<file path="config.mk">
export PLATFORM = sky130hd
export DESIGN_NAME = pwr_supervisor
export DESIGN_NICKNAME = d
export VERILOG_FILES = /design/src/rtl/pwr_sup_pkg.sv /design/src/rtl/psup_sync.sv /design/src/rtl/psup_debounce.sv /design/src/rtl/psup_fsm.sv /design/src/rtl/pwr_supervisor.sv
export SDC_FILE = /design/constraint.sdc
export NUM_CORES = 1
export LEC_CHECK = 0
export BUFFER_PORTS_ARGS = -buffer_cell sky130_fd_sc_hd__buf_2
export CAP_MARGIN = 20
export CORE_UTILIZATION = 50
export CTS_CLUSTER_SIZE = 24
export DETAILED_ROUTE_END_ITERATION = 12
export GPL_TIMING_DRIVEN = 1
export PLACE_DENSITY_LB_ADDON = 0.2
export SETUP_SLACK_MARGIN = 0.4
export SYNTH_ARGS = -nofsm -noshare
export SYNTH_HDL_FRONTEND = slang
export SYNTH_SLANG_ARGS = --single-unit
</file>
<file path="constraint.sdc">
create_clock -name clk -period 1.5 [get_ports clk]
set_input_delay 0.15 -clock clk [delete_from_list [all_inputs] [get_ports clk]]
set_output_delay 0.15 -clock clk [all_outputs]
set_load 0.1 [all_outputs]
</file>
<file path="src/rtl/pwr_sup_pkg.sv">
package pwr_sup_pkg;

    typedef enum logic [2:0] {
        PS_OFF      = 3'd0,
        PS_CHARGE   = 3'd1,
        PS_RUN      = 3'd2,
        PS_RECOVER  = 3'd3,
        PS_LATCHED  = 3'd4
    } psup_state_e;

    typedef enum logic [2:0] {
        FC_NONE = 3'd0,
        FC_UVLO = 3'd1,
        FC_FB   = 3'd2,
        FC_VOVP = 3'd3,
        FC_DOVP = 3'd4
    } psup_cause_e;

    typedef struct packed {
        logic vdd_start;
        logic vdd_pwm_ok;
        logic vdd_alive;
        logic vdd_ovp;
        logic fb_high;
        logic det_ovp;
        logic overtemp;
    } psup_flags_t;

    localparam int unsigned FLAG_W = $bits(psup_flags_t);

    localparam int unsigned NUM_DEB = 3;
    localparam int unsigned DEB_FB   = 0;
    localparam int unsigned DEB_VOVP = 1;
    localparam int unsigned DEB_DOVP = 2;

    function automatic logic src_on(psup_state_e s);
        return (s == PS_OFF) || (s == PS_CHARGE);
    endfunction

    function automatic logic sw_allowed(psup_state_e s, logic hot);
        return (s == PS_RUN) && !hot;
    endfunction

endpackage

</file>
<file path="src/rtl/psup_sync.sv">
module psup_sync #(
    parameter int unsigned WIDTH  = 7,
    parameter int unsigned STAGES = 2
) (
    input  logic             clk,
    input  logic             rst,
    input  logic [WIDTH-1:0] d,
    output logic [WIDTH-1:0] q
);
    generate
        if (STAGES == 0) begin : g_pass
            assign q = d;
        end else begin : g_chain
            logic [WIDTH-1:0] pipe_q [STAGES];
            for (genvar i = 0; i < STAGES; i++) begin : g_stage
                always_ff @(posedge clk) begin
                    if (rst) begin
                        pipe_q[i] <= '0;
                    end else if (i == 0) begin
                        pipe_q[i] <= d;
                    end else begin
                        pipe_q[i] <= pipe_q[(i == 0) ? 0 : i-1];
                    end
                end
            end
            assign q = pipe_q[STAGES-1];
        end
    endgenerate
endmodule

</file>
<file path="src/rtl/psup_debounce.sv">
module psup_debounce #(
    parameter int unsigned LEN = 16
) (
    input  logic clk,
    input  logic rst,
    input  logic clr,
    input  logic flag,
    output logic fire
);
    localparam int unsigned CW = (LEN > 1) ? $clog2(LEN) : 1;
    localparam logic [CW-1:0] LAST = CW'(LEN - 1);

    logic [CW-1:0] cnt_q;

    // fires on the LEN-th consecutive cycle that sees the flag
    assign fire = flag && !clr && (cnt_q == LAST);

    always_ff @(posedge clk) begin
        if (rst || clr || !flag) begin
            cnt_q <= '0;
        end else if (cnt_q != LAST) begin
            cnt_q <= cnt_q + 1'b1;
        end
    end
endmodule

</file>
<file path="src/rtl/psup_fsm.sv">
module psup_fsm
    import pwr_sup_pkg::*;
(
    input  logic        clk,
    input  logic        rst,
    input  psup_flags_t flg,
    input  logic        fire_fb,
    input  logic        fire_vovp,
    input  logic        fire_dovp,
    output psup_state_e state_q,
    output psup_cause_e cause_q,
    output logic        deb_clr
);
    psup_state_e state_d;
    psup_cause_e cause_d;

    always_comb begin
        state_d = state_q;
        cause_d = cause_q;
        unique case (state_q)
            PS_OFF: begin
                if (flg.vdd_alive) state_d = PS_CHARGE;
            end
            PS_CHARGE: begin
                if (!flg.vdd_alive) begin
                    state_d = PS_OFF;
                end else if (flg.vdd_start) begin
                    state_d = PS_RUN;
                    cause_d = FC_NONE;
                end
            end
            PS_RUN: begin
                if (!flg.vdd_alive) begin
                    state_d = PS_OFF;
                    cause_d = FC_UVLO;
                end else if (fire_dovp) begin
                    state_d = PS_LATCHED;
                    cause_d = FC_DOVP;
                end else if (!flg.vdd_pwm_ok) begin
                    state_d = PS_RECOVER;
                    cause_d = FC_UVLO;
                end else if (fire_vovp) begin
                    state_d = PS_RECOVER;
                    cause_d = FC_VOVP;
                end else if (fire_fb) begin
                    state_d = PS_RECOVER;
                    cause_d = FC_FB;
                end
            end
            PS_RECOVER, PS_LATCHED: begin
                if (!flg.vdd_alive) state_d = PS_OFF;
            end
            default: begin
                state_d = PS_OFF;
                cause_d = FC_NONE;
            end
        endcase
    end

    always_ff @(posedge clk) begin
        if (rst) begin
            state_q <= PS_OFF;
            cause_q <= FC_NONE;
        end else begin
            state_q <= state_d;
            cause_q <= cause_d;
        end
    end

    assign deb_clr = (state_q != PS_RUN);
endmodule

</file>
<file path="src/rtl/pwr_supervisor.sv">
module pwr_supervisor
    import pwr_sup_pkg::*;
#(
    parameter int unsigned SYNC_STAGES = 2,
    parameter int unsigned FB_DEB      = 64,
    parameter int unsigned VOVP_DEB    = 16,
    parameter int unsigned DOVP_DEB    = 16
) (
    input  logic       clk,
    input  logic       rst,
    input  logic       vdd_start_i,
    input  logic       vdd_pwm_ok_i,
    input  logic       vdd_alive_i,
    input  logic       vdd_ovp_i,
    input  logic       fb_high_i,
    input  logic       det_ovp_i,
    input  logic       overtemp_i,
    output logic       pwm_en_o,
    output logic       hv_src_en_o,
    output logic [2:0] state_o,
    output logic [2:0] cause_o,
    output logic       overtemp_o
);
    localparam int unsigned DEB_LEN [NUM_DEB] = '{FB_DEB, VOVP_DEB, DOVP_DEB};

    psup_flags_t raw_flags;
    psup_flags_t syn_flags;
    logic [NUM_DEB-1:0] deb_in;
    logic [NUM_DEB-1:0] deb_fire;
    logic               deb_clr;
    psup_state_e        state_q;
    psup_cause_e        cause_q;

    assign raw_flags = '{
        vdd_start:  vdd_start_i,
        vdd_pwm_ok: vdd_pwm_ok_i,
        vdd_alive:  vdd_alive_i,
        vdd_ovp:    vdd_ovp_i,
        fb_high:    fb_high_i,
        det_ovp:    det_ovp_i,
        overtemp:   overtemp_i
    };

    psup_sync #(.WIDTH(FLAG_W), .STAGES(SYNC_STAGES)) u_sync (
        .clk (clk),
        .rst (rst),
        .d   (raw_flags),
        .q   (syn_flags)
    );

    assign deb_in[DEB_FB]   = syn_flags.fb_high;
    assign deb_in[DEB_VOVP] = syn_flags.vdd_ovp;
    assign deb_in[DEB_DOVP] = syn_flags.det_ovp;

    generate
        for (genvar g = 0; g < NUM_DEB; g++) begin : g_deb
            psup_debounce #(.LEN(DEB_LEN[g])) u_deb (
                .clk  (clk),
                .rst  (rst),
                .clr  (deb_clr),
                .flag (deb_in[g]),
                .fire (deb_fire[g])
            );
        end
    endgenerate

    psup_fsm u_fsm (
        .clk       (clk),
        .rst       (rst),
        .flg       (syn_flags),
        .fire_fb   (deb_fire[DEB_FB]),
        .fire_vovp (deb_fire[DEB_VOVP]),
        .fire_dovp (deb_fire[DEB_DOVP]),
        .state_q   (state_q),
        .cause_q   (cause_q),
        .deb_clr   (deb_clr)
    );

    assign pwm_en_o    = sw_allowed(state_q, syn_flags.overtemp);
    assign hv_src_en_o = src_on(state_q);
    assign state_o     = state_q;
    assign cause_o     = cause_q;
    assign overtemp_o  = syn_flags.overtemp;
endmodule

</file>
==> metrics <==
area share of the largest cell type after synthesis approximately 50%; synth warn 0; DP HPWL 1.73 mm; cell taking the most area after synthesis sky130_fd_sc_hd__dfxtp_1; number of distinct library cells after synthesis 38; maximum fanout along the worst path 2; origin of the worst min-delay path fb_high_i; gp weighted congestion 0.788; worst-case clock buffer depth 2; highest-count cells in the layout ignoring fill and taps sky130_fd_sc_hd__dfxtp_1 (23), sky130_fd_sc_hd__nor2b_1 (14), sky130_fd_sc_hd__buf_4 (12); vias in the first global route 1184; required time at the worst-slack endpoint 1.35 ns; clock tree from TritonCTS yes; fraction of final layout cells with drive strength greater than 1 50.5%; syn avg cell area 9.74 um^2; Seq cells post-synth 34; violations in the final reports negative setup slack; number of filler cells placed in the layout 139; slew at the pin with the worst max-slew slack 0.369 ns; placeable core region about 0.0025 mm^2; layout overhead on the synthesized area 54.1%; CP Launch Point u_fsm.state_q[2]; cell area after synthesis between 0.001 and 0.0015 mm^2; worst slack at placement 0.0426 ns; Setup WS post-layout -0.0810 ns; class of the worst hold path in -> reg; kind of start point of the critical path flop; leading cell type in the layout, fill and taps excluded sky130_fd_sc_hd__dfxtp_1; synth top area cells sky130_fd_sc_hd__dfxtp_1 (50%), sky130_fd_sc_hd__nor2b_1 (6.4%), sky130_fd_sc_hd__nor2_1 (5.0%); peak supply drop 902 uV; share of synthesized flip-flops with an asynchronous set or reset 0%; post-detailed-route wirelength per cell 18.1 um; sort of element at the end of the critical path output port; Final #Nets 197; number of H-tree branching levels 2; Worst slew margin around 75%; Die Footprint around 0.003 mm^2; clock transition at the register clock pins on the worst setup and hold paths after CTS 0.12 ns; share of the cycle needed by the critical path after routing 105%; minimum clock period 1.58 ns; unrepaired setup endpoints after global routing yes; CTS root buffer sky130_fd_sc_hd__clkbuf_4; I/O pin cnt 18; drt pass-1 iters 4; antenna violations before repair 0; Static Leakage 0.843 nW; outcome complete, but fails checks; Setup CP Type reg -> out; Final Instance Area 0.00210 mm^2; number of enable-type register cells in the synthesized netlist 0; count of pins over their slew limit 0; maximum number of pins on one net before global-route repair 20; global route overflow 0; Hold Vio Cnt, Final 0; Clk Latency, worst-skew pair about 0.36 ns; Total Routing Usage GR 25.0%; power density over the cells 780 mW/mm^2; Horiz. Die Dim 54.2 um; max-cap viol count 0; count of input and output buffers 17; die outline height 54.2 um; launching point of the worst reg2reg path u_fsm.state_q[2]; CTS hold repair buffers 0; synthesized netlist cell count 140; via total after detailed routing 1243; highest clock frequency the design can meet 633 MHz; sequential fraction of the synthesis area between 40% and 50%; primary flip-flop cell chosen by synthesis mapping sky130_fd_sc_hd__dfxtp_1; wire length of the first global-routing pass around 5.0 mm; Setup TNS -0.340 ns; CTS buffer count 5; initial core utilization 54.1%; final setup skew 0.0222 ns; Iteration-0 DRC Markers 30; number of placement rows 18; Sink Count 34; Finish-stage setup viols 10; diodes inserted 0; Routed WL 3.92 mm; Avg Vias per Cell 5.75; post-synth net total about 150; residual antenna-violating net count after detailed routing 0; Critical Path AT 1.43 ns; placed standard-cell area 0.00156 mm^2; DRC errors left 0
report_power, final:
| part | internal (mW) | switching, mW | leakage [nW] | total (mW) |
|---|---|---|---|---|
| registers | 0.912 | 0.0124 | 0.284 | 0.924 |
| clock network | 0.320 | 0.330 | 0.0446 | 0.650 |
| logic | 0.0308 | 0.0350 | 0.515 | 0.0658 |
| total | 1.26 | 0.377 | 0.843 | 1.64 |
logic make-up after synthesis:
| kind of cell | after synthesis | share of synthesized area (%) |
|---|---|---|
| AOI/OAI and AO/OA | 16 | 7.89 |
| xor gates and xnor gates | 4 | 2.57 |
| adders and majority gates | 3 | 2.75 |
| buffers and inverters | 3 | 0.917 |
| DFF | 34 | 49.9 |
| muxes | 4 | 3.03 |
| and+or+nand+nor | 76 | 32.9 |
cells in the mapped netlist, types with 2 or more instances:
cell / number
sky130_fd_sc_hd__nor3_1: 4
sky130_fd_sc_hd__nand3_1: 9
sky130_fd_sc_hd__nor3_2: 3
sky130_fd_sc_hd__mux2i_1: 3
sky130_fd_sc_hd__o21ai_0: 3
sky130_fd_sc_hd__nand2b_1: 4
sky130_fd_sc_hd__nand2_2: 3
sky130_fd_sc_hd__ha_1: 3
sky130_fd_sc_hd__dfxtp_1: 34
sky130_fd_sc_hd__xnor2_1: 3
sky130_fd_sc_hd__nor3b_1: 2
sky130_fd_sc_hd__nor2b_1: 14
sky130_fd_sc_hd__nor2_1: 18
sky130_fd_sc_hd__a31oi_1: 5
sky130_fd_sc_hd__o21ai_1: 2
sky130_fd_sc_hd__nand2_1: 8
metal layers:
metal | vias up | share of wire [%] | global-route usage, %
li1 | 584 | - | -
met1 | 596 | 40 | 24.5
met2 | 48 | 52 | 46.3
met3 | 15 | 4.8 | 8.89
met4 | 0 | 3.2 | 11.5
met5 | - | 0 | 0
stage by stage:
step / power [mW] / utilization [%] / cells / hold slack (ns)
finish: 1.64 / 83.3 / 216 / 0.00990
CTS: 1.62 / 79.1 / 213 / 0.00426
floorplan: 0.978 / - / 140 / 0.222
global placement: 0.996 / 61.7 / 189 / 0.360
global route: 1.67 / 83.3 / 216 / 0.0120
detailed placement: 0.998 / 61.7 / 189 / 0.365
area by class of cell:
cell class | instances | area (um^2) | share of cell area, %
clock buffer | 8 | 78.8 | 3.75
multi-input combinational | 103 | 825 | 39.2
sequential | 34 | 707 | 33.6
inverter | 1 | 3.75 | 0.179
tap | 30 | 37.5 | 1.79
timing repair buffer | 40 | 450 | 21.4
critical path: stages (launching register included):
cell	delay (ns)
sky130_fd_sc_hd__dfxtp_4	0.36
sky130_fd_sc_hd__or3b_4	0.42
sky130_fd_sc_hd__nor2_4	0.11
sky130_fd_sc_hd__buf_12	0.18
repair_timing:
item / 4_1_cts / 5_1_grt
buffers inserted: 16 / 3
setup endpoints to repair: 29 / 26
gates resized for setup: 62 / 21
pin swaps: 8 / 10
final timing paths:
| path | endpoint | slack, ns | cells after the start |
|---|---|---|---|
| min | u_sync.g_chain.pipe_q[0][2] | 0.01 | 2 |
| min reg2reg | u_sync.g_chain.pipe_q[1][6] | 0.43 | 1 |
| max reg2reg | g_deb[0].u_deb.cnt_q[2] | -0.07 | 5 |
| max | pwm_en_o | -0.08 | 3 |
state kept, by name (all words and copies together) (netlist names):
signal                 count
u_fsm.cause_q              3
g_deb.u_deb.cnt_q         14
u_fsm.state_q              3
u_sync.g_chain.pipe_q     14
Power figures use the tool's default switching activity.
